$ cat src/rtl/pfx_pkg.sv
package pfx_pkg;
  localparam int unsigned LINE_LSB   = 6;
  localparam logic [2:0]  MT_WB      = 3'b110;
  localparam logic [2:0]  SRC_LAST   = 3'd3;
  localparam int unsigned HIST_DEPTH = 4;
  localparam int unsigned Q_DEPTH    = 2;
endpackage

$ cat src/rtl/pfx_qualify.sv
module pfx_qualify
  import pfx_pkg::*;
#(
  parameter int unsigned ADDR_W = 32
) (
  input  logic              req_valid,
  input  logic [ADDR_W-1:0] req_addr,
  input  logic [2:0]        req_memtype,
  input  logic [2:0]        req_src,
  input  logic              req_miss,
  input  logic              req_buddy_hit,
  output logic              want,
  output logic [ADDR_W-1:0] tgt_addr
);
  logic [LINE_LSB-1:0] unused_low;

  assign unused_low = req_addr[LINE_LSB-1:0];

  always_comb begin
    want = req_valid && req_miss && !req_buddy_hit &&
           (req_memtype == MT_WB) && (req_src <= SRC_LAST);
    tgt_addr = {req_addr[ADDR_W-1:LINE_LSB+1], ~req_addr[LINE_LSB], {LINE_LSB{1'b0}}};
  end
endmodule

$ cat src/rtl/pfx_filter.sv
module pfx_filter #(
  parameter int unsigned TAG_W   = 25,
  parameter int unsigned ENTRIES = 4
) (
  input  logic             clk,
  input  logic             rst_n,
  input  logic [TAG_W-1:0] look_tag,
  output logic             hit,
  input  logic             rec_en,
  input  logic [TAG_W-1:0] rec_tag
);
  localparam int unsigned PTR_W = (ENTRIES > 1) ? $clog2(ENTRIES) : 1;

  logic [TAG_W-1:0] tag_q [ENTRIES];
  logic [ENTRIES-1:0] vld_q, vld_d, match;
  logic [PTR_W-1:0] ptr_q, ptr_d;

  genvar gi;
  generate
    for (gi = 0; gi < ENTRIES; gi++) begin : g_cmp
      assign match[gi] = vld_q[gi] && (tag_q[gi] == look_tag);

      always_ff @(posedge clk or negedge rst_n) begin
        if (!rst_n) tag_q[gi] <= '0;
        else if (rec_en && (ptr_q == PTR_W'(gi))) tag_q[gi] <= rec_tag;
      end
    end
  endgenerate

  assign hit = |match;

  always_comb begin
    vld_d = vld_q;
    ptr_d = ptr_q;
    if (rec_en) begin
      vld_d[ptr_q] = 1'b1;
      ptr_d = (ptr_q == PTR_W'(ENTRIES-1)) ? '0 : ptr_q + 1'b1;
    end
  end

  always_ff @(posedge clk or negedge rst_n) begin
    if (!rst_n) begin
      vld_q <= '0;
      ptr_q <= '0;
    end else begin
      vld_q <= vld_d;
      ptr_q <= ptr_d;
    end
  end
endmodule

$ cat src/rtl/pfx_fifo.sv
module pfx_fifo #(
  parameter int unsigned W     = 32,
  parameter int unsigned DEPTH = 2
) (
  input  logic                       clk,
  input  logic                       rst_n,
  input  logic                       push,
  input  logic [W-1:0]               din,
  output logic                       full,
  input  logic                       pop,
  output logic                       valid,
  output logic [W-1:0]               dout,
  output logic [$clog2(DEPTH+1)-1:0] count
);
  localparam int unsigned PTR_W = (DEPTH > 1) ? $clog2(DEPTH) : 1;
  localparam int unsigned CNT_W = $clog2(DEPTH+1);

  logic [W-1:0] mem_q [DEPTH];
  logic [PTR_W-1:0] wr_q, wr_d, rd_q, rd_d;
  logic [CNT_W-1:0] cnt_q, cnt_d;
  logic do_push, do_pop;

  assign full    = (cnt_q == CNT_W'(DEPTH));
  assign valid   = (cnt_q != '0);
  assign dout    = mem_q[rd_q];
  assign count   = cnt_q;
  assign do_push = push && !full;
  assign do_pop  = pop && valid;

  genvar gi;
  generate
    for (gi = 0; gi < DEPTH; gi++) begin : g_slot
      always_ff @(posedge clk or negedge rst_n) begin
        if (!rst_n) mem_q[gi] <= '0;
        else if (do_push && (wr_q == PTR_W'(gi))) mem_q[gi] <= din;
      end
    end
  endgenerate

  always_comb begin
    wr_d  = wr_q;
    rd_d  = rd_q;
    cnt_d = cnt_q;
    if (do_push) wr_d = (wr_q == PTR_W'(DEPTH-1)) ? '0 : wr_q + 1'b1;
    if (do_pop)  rd_d = (rd_q == PTR_W'(DEPTH-1)) ? '0 : rd_q + 1'b1;
    case ({do_push, do_pop})
      2'b10:   cnt_d = cnt_q + 1'b1;
      2'b01:   cnt_d = cnt_q - 1'b1;
      default: cnt_d = cnt_q;
    endcase
  end

  always_ff @(posedge clk or negedge rst_n) begin
    if (!rst_n) begin
      wr_q  <= '0;
      rd_q  <= '0;
      cnt_q <= '0;
    end else begin
      wr_q  <= wr_d;
      rd_q  <= rd_d;
      cnt_q <= cnt_d;
    end
  end
endmodule

$ cat src/rtl/pair_prefetcher.sv
module pair_prefetcher
  import pfx_pkg::*;
#(
  parameter int unsigned ADDR_W = 32
) (
  input  logic              clk,
  input  logic              rst_n,
  input  logic              in_valid,
  input  logic [ADDR_W-1:0] in_addr,
  input  logic [2:0]        in_memtype,
  input  logic [2:0]        in_src,
  input  logic              in_miss,
  input  logic              in_buddy_hit,
  output logic              pf_valid,
  output logic [ADDR_W-1:0] pf_addr,
  input  logic              pf_ready
);
  localparam int unsigned TAG_W = ADDR_W - (LINE_LSB + 1);
  localparam int unsigned CNT_W = $clog2(Q_DEPTH+1);

  logic              want, filt_hit, q_full, accept;
  logic [ADDR_W-1:0] tgt_addr;
  logic [TAG_W-1:0]  blk_tag;
  logic [CNT_W-1:0]  q_count;

  assign blk_tag = in_addr[ADDR_W-1:LINE_LSB+1];

  pfx_qualify #(.ADDR_W(ADDR_W)) u_qual (
    .req_valid    (in_valid),
    .req_addr     (in_addr),
    .req_memtype  (in_memtype),
    .req_src      (in_src),
    .req_miss     (in_miss),
    .req_buddy_hit(in_buddy_hit),
    .want         (want),
    .tgt_addr     (tgt_addr)
  );

  assign accept = want && !filt_hit && !q_full;

  pfx_filter #(.TAG_W(TAG_W), .ENTRIES(HIST_DEPTH)) u_filt (
    .clk     (clk),
    .rst_n   (rst_n),
    .look_tag(blk_tag),
    .hit     (filt_hit),
    .rec_en  (accept),
    .rec_tag (blk_tag)
  );

  pfx_fifo #(.W(ADDR_W), .DEPTH(Q_DEPTH)) u_q (
    .clk  (clk),
    .rst_n(rst_n),
    .push (accept),
    .din  (tgt_addr),
    .full (q_full),
    .pop  (pf_ready),
    .valid(pf_valid),
    .dout (pf_addr),
    .count(q_count)
  );
endmodule

$ cat config.mk
export PLATFORM = sky130hd
export DESIGN_NAME = pair_prefetcher
export DESIGN_NICKNAME = d
export VERILOG_FILES = /design/src/rtl/pfx_pkg.sv /design/src/rtl/pfx_qualify.sv /design/src/rtl/pfx_filter.sv /design/src/rtl/pfx_fifo.sv /design/src/rtl/pair_prefetcher.sv
export SDC_FILE = /design/constraint.sdc
export NUM_CORES = 1
export LEC_CHECK = 0
export ABC_AREA = 1
export ABC_CLOCK_PERIOD_IN_PS = 2900
export BUFFER_PORTS_ARGS = -buffer_cell sky130_fd_sc_hd__buf_2
export CAP_MARGIN = 10
export CELL_PAD_IN_SITES_DETAIL_PLACEMENT = 0
export CELL_PAD_IN_SITES_GLOBAL_PLACEMENT = 2
export CORE_ASPECT_RATIO = 1.1
export CORE_MARGIN = 1.5
export CORE_UTILIZATION = 36
export CTS_CLUSTER_SIZE = 12
export DETAILED_ROUTE_END_ITERATION = 6
export PLACE_DENSITY_LB_ADDON = 0.25
export REMOVE_ABC_BUFFERS = 1
export SYNTH_ARGS = -nofsm -noshare
export SYNTH_HDL_FRONTEND = slang
export SYNTH_SLANG_ARGS = --single-unit
$ cat constraint.sdc
create_clock -name clk -period 2.9 [get_ports clk]
set_input_delay 0.435 -clock clk [delete_from_list [all_inputs] [get_ports clk]]
set_output_delay 0.435 -clock clk [all_outputs]
set_load 0.02 [all_outputs]
==> metrics, run 1 <==
sw power 2060 uW; Clock Path Buffers 2; post-synthesis adder-cell area fraction 0.683%; Pwr Density 643 nW/um2; Cells after DPL 1484; layout cells sized above 1 13.1%; clock latency on the worst-skew pair 420 ps; 1st-iter DRT viols 508; pre-CTS setup slack 180 ps; post-synthesis sequential area ratio 44.3%; die width 155 um; Avg Inst Size Synth 7.84 um2; P_int 4360 uW; clock power share 38.8%; Via density 4.98; CORE AREA 25100 um2; prevailing post-synth register cell dfrtp_1; Hold Path Class primary input to async pin; compound-cell area share of the yosys netlist 2.51%; Max Freq 0.411 GHz; wire per inst 17.0 um; vias post-DR 7543; fin. max-slew vios 0; Layout area overhead 9.03%; CTS tree yes; H-tree lvl count 4; die area 26400 um2; Slew HR 58.7%; Final setup viols 0; RSZ-0062 raised after global routing no; I/O pin cnt 77; most used cell, CP nand2_1; warnings from Yosys 0; hpwl dp 16400 um; crit path capture type flop; grt total ovfl 0; Die Height 170 um; Synth Area in Simple Gates 37.4%; cells after synthesis 1168; clock transition at the registers of the reported paths 70 ps; Nets 1237; post-layout util 39.8%; first-pass GRT wire length 41900 um; failing checks negative hold slack; flop2flop setup slack 470 ps; Crit Path Category flop to flop; number of enable flip-flop cells after synthesis 0; GRT Util Overall 20.6%; PortBufs 62; Post-CTS Setup Inserts 0; worst slew pin tran 619 ps; peak supply drop 341 uV; library cells used by synthesis 31; total power after layout 6420 uW; Logic pwr share 20.6%; largest net degree at the start of global routing 94; hold bufs inserted after CTS 0; fraction of registers with async set/reset 100%; DRT Pass-1 Iters 5; sequential share of power 40.6%; # diodes 0; mux contribution to synthesized area 0%; routability-driven placement congestion ratio 0.723; Max-cap violations 0; largest family of logic cells by synthesized area simple AND/OR/NAND/NOR gates; cells on worst reg2reg path 8; CP arrival 2740 ps; fin cells 1516; initial core utilization 36.5%; Crit path required time 3210 ps; XOR/XNOR share of the synthesized area 3.63%; outcome finished, violations left; Mapped Area 9160 um2; worst-path maximum fanout 27; final hold violation count 2; CTS Sinks 162; initial antenna violation count 0; CP peak stage delay 450 ps; critical path, cell by cell o21ai_0, nor4_2, nand2_2, nor2_8, buf_4, nand3_4, nand2_1, nand2_1; Row Count 61; Post-route DRC 0; post-synthesis register bit count 162; clock buffer count from CTS 17; period utilisation layout 83.8%; vias in the first global route 7325; post-route ant nets 0; Net Sw Frac 32.1%; Leak 0.00533 uW; hold slack -12.5 ps; drt total wl 25700 um; Startpoint Class flop; Fin Clk Skew 8.05 ps; crit path time final 2430 ps; Final Worst Setup Slack 469 ps; post-CTS sizing 0; clock root cell clkbuf_16; CP max-delay cell nand3_4
## Yosys cell counts (15+ instances only)
| cell type | number | area, um2 |
|---|---|---|
| buf_6 | 42 | 473 |
| nor2_1 | 62 | 233 |
| nand2_1 | 508 | 1910 |
| o21ai_0 | 18 | 90.1 |
| buf_2 | 21 | 105 |
| inv_1 | 45 | 169 |
| xor2_1 | 29 | 254 |
| inv_2 | 15 | 56.3 |
| o21ai_1 | 26 | 130 |
| nand4_1 | 155 | 970 |
| buf_4 | 24 | 180 |
| dfrtp_1 | 162 | 4050 |
## power groups by stage
| stage | Clock (uW) | Combinational, uW | Sequential [uW] |
|---|---|---|---|
| 6_report | 2490 | 1320 | 2610 |
| 4_1_cts | 2540 | 1360 | 2610 |
| 3_5_place_dp | 0 | 1350 | 2650 |
| 3_3_place_gp | 0 | 1350 | 2640 |
| 5_1_grt | 2640 | 1480 | 2640 |
| 2_1_floorplan | 0 | 693 | 2670 |
## cells in the final DEF, fill, tap and decap left out
cell type | Yosys | layout
nor2_1 | 62 | 62
nand4_1 | 155 | 155
nor4_2 | 1 | 1
conb_1 | 1 | 6
inv_2 | 15 | 15
ha_1 | 5 | 5
a21oi_1 | 2 | 2
buf_6 | 42 | 1
nand2_1 | 508 | 508
clkinvlp_4 | 0 | 2
xnor2_1 | 9 | 9
nand3_1 | 8 | 8
clkbuf_8 | 0 | 3
o21ai_1 | 26 | 26
dfrtp_1 | 162 | 162
inv_6 | 0 | 2
xor2_1 | 29 | 29
buf_2 | 21 | 61
or2_1 | 3 | 3
inv_1 | 45 | 45
nand3b_1 | 1 | 1
nand2_2 | 6 | 6
buf_4 | 24 | 25
nor2_4 | 3 | 3
clkinv_1 | 2 | 2
clkinv_2 | 0 | 1
clkbuf_1 | 4 | 1
or2_0 | 2 | 2
buf_12 | 1 | 4
bufinv_16 | 0 | 4
o21ai_0 | 18 | 18
clkbuf_16 | 0 | 17
nand3_4 | 6 | 6
or2_2 | 2 | 2
clkinv_4 | 0 | 2
nor2_8 | 2 | 2
## flip-flops by register name, summed over array words and instances, names as in the netlist
register	flops
u_filt.ptr_q	2
u_filt.tag_q	100
u_filt.vld_q	4
u_q.count	2
u_q.mem_q	52
u_q.rd_q	1
u_q.wr_q	1
## metrics by stage
| stage | TNS, ps | instance area (um2) | hold WS, ps |
|---|---|---|---|
| 6_report | 0 | 9990 | -12.5 |
| 5_1_grt | 0 | 9990 | 17.7 |
| 4_1_cts | 0 | 9990 | 11.1 |
| 3_5_place_dp | 0 | 9340 | 441 |
| 3_3_place_gp | 0 | 9340 | 434 |
| 2_1_floorplan | -156 | 8360 | 139 |
## critical path, delay by kind of cell, from the launching register on
kind | cells | cell delay [ps]
flip-flops | 1 | 420
AO/OA/AOI/OAI | 1 | 140
AND/OR/NAND/NOR | 6 | 1360
buffers and inverters | 1 | 380
## routing by layer
| layer | track usage, % | vias up | share of wire (%) | routed length [um] |
|---|---|---|---|---|
| met5 | 0 | - | 0 | 0 |
| met4 | 4.68 | 0 | 0.89 | 228 |
| met3 | 2.80 | 17 | 2.6 | 662 |
| met2 | 34.3 | 98 | 49 | 12600 |
| met1 | 28.3 | 3627 | 48 | 12200 |
| li1 | - | 3801 | - | - |
## final timing paths
kind                                  from                to
min in group clk                in_addr[6]      u_q.mem_q[6]
max reg2reg                   u_q.count[0]  u_filt.tag_q[39]
max                           u_q.count[0]  u_filt.tag_q[39]
min                                  rst_n      u_q.count[1]
min reg2reg                u_filt.vld_q[3]   u_filt.vld_q[3]
max in group asynchronous            rst_n     u_q.mem_q[48]
## final cells by class
type                    count  area [um2]
fillers                  2682       15100
multi-input cells         854        4080
clock inverters            11         175
repair buffers             91         584
flip-flops and latches    162        4050
inverters                  62         233
clock buffers              21         470
well taps                 315         394
## kinds of logic (layout without fill, tap and decap cells)
group	count (synthesis)	count (layout)
XOR/XNOR	38	38
AO/OA/AOI/OAI	46	46
adder cells (fa/ha/maj)	5	5
other	1	6
buffers and inverters	157	185
flip-flops	162	162
AND/OR/NAND/NOR	759	759
Note: power is estimated with default switching activity, not from simulation.
==> run 2: changes to the inputs <==
--- a/config.mk
+++ b/config.mk
@@ -6,7 +6,7 @@
 export NUM_CORES = 1
 export LEC_CHECK = 0
 export ABC_AREA = 1
-export ABC_CLOCK_PERIOD_IN_PS = 2900
+export ABC_CLOCK_PERIOD_IN_PS = 2450
 export BUFFER_PORTS_ARGS = -buffer_cell sky130_fd_sc_hd__buf_2
 export CAP_MARGIN = 10
 export CELL_PAD_IN_SITES_DETAIL_PLACEMENT = 0
==> constraint.sdc (replaced) <==
create_clock -name clk -period 2.45 [get_ports clk]
set_input_delay 0.3675 -clock clk [delete_from_list [all_inputs] [get_ports clk]]
set_output_delay 0.3675 -clock clk [all_outputs]
set_load 0.02 [all_outputs]
==> run 2 against run 1 <==
The flow now finishes without violations. Design area increased by 3.6%. First-iteration DRC count down 3.9%. Clock power grew 6%. Critical path depth is 5 higher. Final cell count up 2.1%. Count of clock-buffer cells in the layout is 2 lower. Worst hold slack improved by 230 ps. Register-to-register slack got worse by 270 ps. Non-clock buffer count increased by 32. Largest power group unchanged.
==> metrics, run 2 (synthesized netlist as in run 1, its figures left out) <==
outcome finished, final reports clean; Crit Path Category flop to flop; Logic pwr share 21.7%; largest registers u_filt.tag_q x100, u_q.mem_q x52, u_filt.vld_q x4; Post-route DRC 0; final hold violation count 0; sw power 2490 uW; most frequent cells in the layout nand2_1, dfrtp_1, nand4_1; Die Height 170 um; clock buffer count from CTS 17; Crit Reg-Reg Startpoint u_filt.tag_q[59]; max reg flops 100; pre-CTS setup slack -5.00 ps; # diodes 0; total negative slack 0 ps; sequential share of power 42.4%; Crit path max-delay family simple AND/OR/NAND/NOR gates; clock root cell clkbuf_16; drt total wl 26000 um; Fin Clk Skew 12.3 ps; clock latency on the worst-skew pair 440 ps; Startpoint Class flop; r2r endpoint u_q.count[1]; period utilisation layout 91.7%; Final setup viols 0; fin cells 1548; CP arrival 2560 ps; worst-path maximum fanout 3; cells on worst reg2reg path 13; Via density 4.97; post-layout util 41.2%; fin. max-slew vios 0; initial antenna violation count 0; Max Freq 0.445 GHz; CORE AREA 25100 um2; peak supply drop 463 uV; CTS Sinks 162; crit path time final 2250 ps; GRT Util Overall 20.7%; Clock Path Buffers 2; vias post-DR 7687; Hold Startpoint in_addr[30]; layout cells sized above 1 15.2%; die width 155 um; Pwr Density 709 nW/um2; clock transition at the registers of the reported paths 70 ps; DRT Pass-1 Iters 6; P_int 4850 uW; CP max-delay cell dfrtp_1; CTS tree yes; Worst Hold End u_filt.tag_q[73]; post-route ant nets 0; crit path capture type flop; fillers 2685; Hold Path Class primary input to flop; PortBufs 62; routability-driven placement congestion ratio 0.756; die area 26400 um2; Row Count 61; Final Worst Setup Slack 203 ps; Layout area overhead 12.9%; Cells after DPL 1515; CP peak stage delay 430 ps; vias in the first global route 7324; most used cell, CP nand2_1; clock power share 35.9%; Max-cap violations 0; wire per inst 16.8 um; worst slew pin tran 700 ps; first-pass GRT wire length 41900 um; flop2flop setup slack 200 ps; total power after layout 7330 uW; Biggest register u_filt.tag_q; Buf/Inv on CP 0; largest net degree at the start of global routing 68; Leak 0.00551 uW; Nets 1269; Crit path required time 2760 ps; initial core utilization 36.5%; grt total ovfl 0; 1st-iter DRT viols 488; critical path, cell by cell nand2_1, o21ai_1, nor2_1, nand2_1, nor2_1, nand2_1, nor2_4, nor2_8, nand2_2, ha_1, a21oi_1, o21ai_0, xor2_1; Post-CTS Setup Inserts 0; I/O pin cnt 77; RSZ-0062 raised after global routing no; Slew HR 53.4%; Net Sw Frac 33.9%; Hold Path Stages 3; H-tree lvl count 4; most common cell after layout, fill and taps aside nand2_1; hpwl dp 17400 um
run 2: changes by cell type in the layout (fill, tap and decap cells not counted), moves of 2 or more:
cell / before / now
clkinv_4: 2 / 4
clkbuf_8: 3 / 1
bufinv_16: 4 / 1
buf_4: 25 / 41
inv_6: 2 / 4
buf_12: 4 / 19
run 2: layer usage:
metal	vias up	global-route usage (%)	part of all wire, %
met1	3674	28.9	49
met5	-	0	0
li1	3875	-	-
met3	8	3.57	3.5
met2	130	33.6	47
met4	0	4.39	0.61
run 2: layout make-up:
cell class / count / area, um2 / area share [%]
Multi-Input combinational cell: 854 / 4080 / 39.4
Sequential cell: 162 / 4050 / 39.2
Timing Repair Buffer: 123 / 1010 / 9.81
Clock buffer: 19 / 443 / 4.28
Tap cell: 315 / 394 / 3.81
Inverter: 62 / 233 / 2.25
Clock inverter: 13 / 128 / 1.23
run 2: worst max path at each step:
stage                                 from           end  depth (start not counted)
after global placement          in_addr[7]  u_q.count[1]                         14
after global routing      u_filt.tag_q[59]  u_q.count[1]                         13
after detailed placement        in_addr[7]  u_q.count[1]                         15
after CTS                 u_filt.tag_q[59]  u_q.count[1]                         13
after floorplan                in_addr[11]  u_q.count[1]                         12
final                     u_filt.tag_q[59]  u_q.count[1]                         13
run 2: repair_timing:
action | 4_1_cts | 5_1_grt
hold buffers | 1 | 0
hold endpoints to repair | 54 | 0
resized for setup | 0 | 0
run 2: per-stage QoR:
stage	instance area, um2	hold WS [ps]
floorplan	8360	71.9
finish	10300	215
global route	10300	221
detailed placement	9760	402
CTS	10300	199
global placement	9760	398
run 2: power by group through the flow:
stage / registers, uW / clock network, uW / logic (uW)
final: 3110 / 2630 / 1590
after CTS: 3110 / 2690 / 1630
after detailed placement: 3160 / 0 / 1620
after global routing: 3140 / 2810 / 1780
after floorplan: 3160 / 0 / 820
after global placement: 3150 / 0 / 1610
run 2: worst reg2reg max path, delay by kind of cell, from the launching register on:
family          cells  cell delay [ps]
simple gates        8              990
flops               1              430
compound gates      3              280
fa+ha+maj           1              260
xor+xnor            1              150
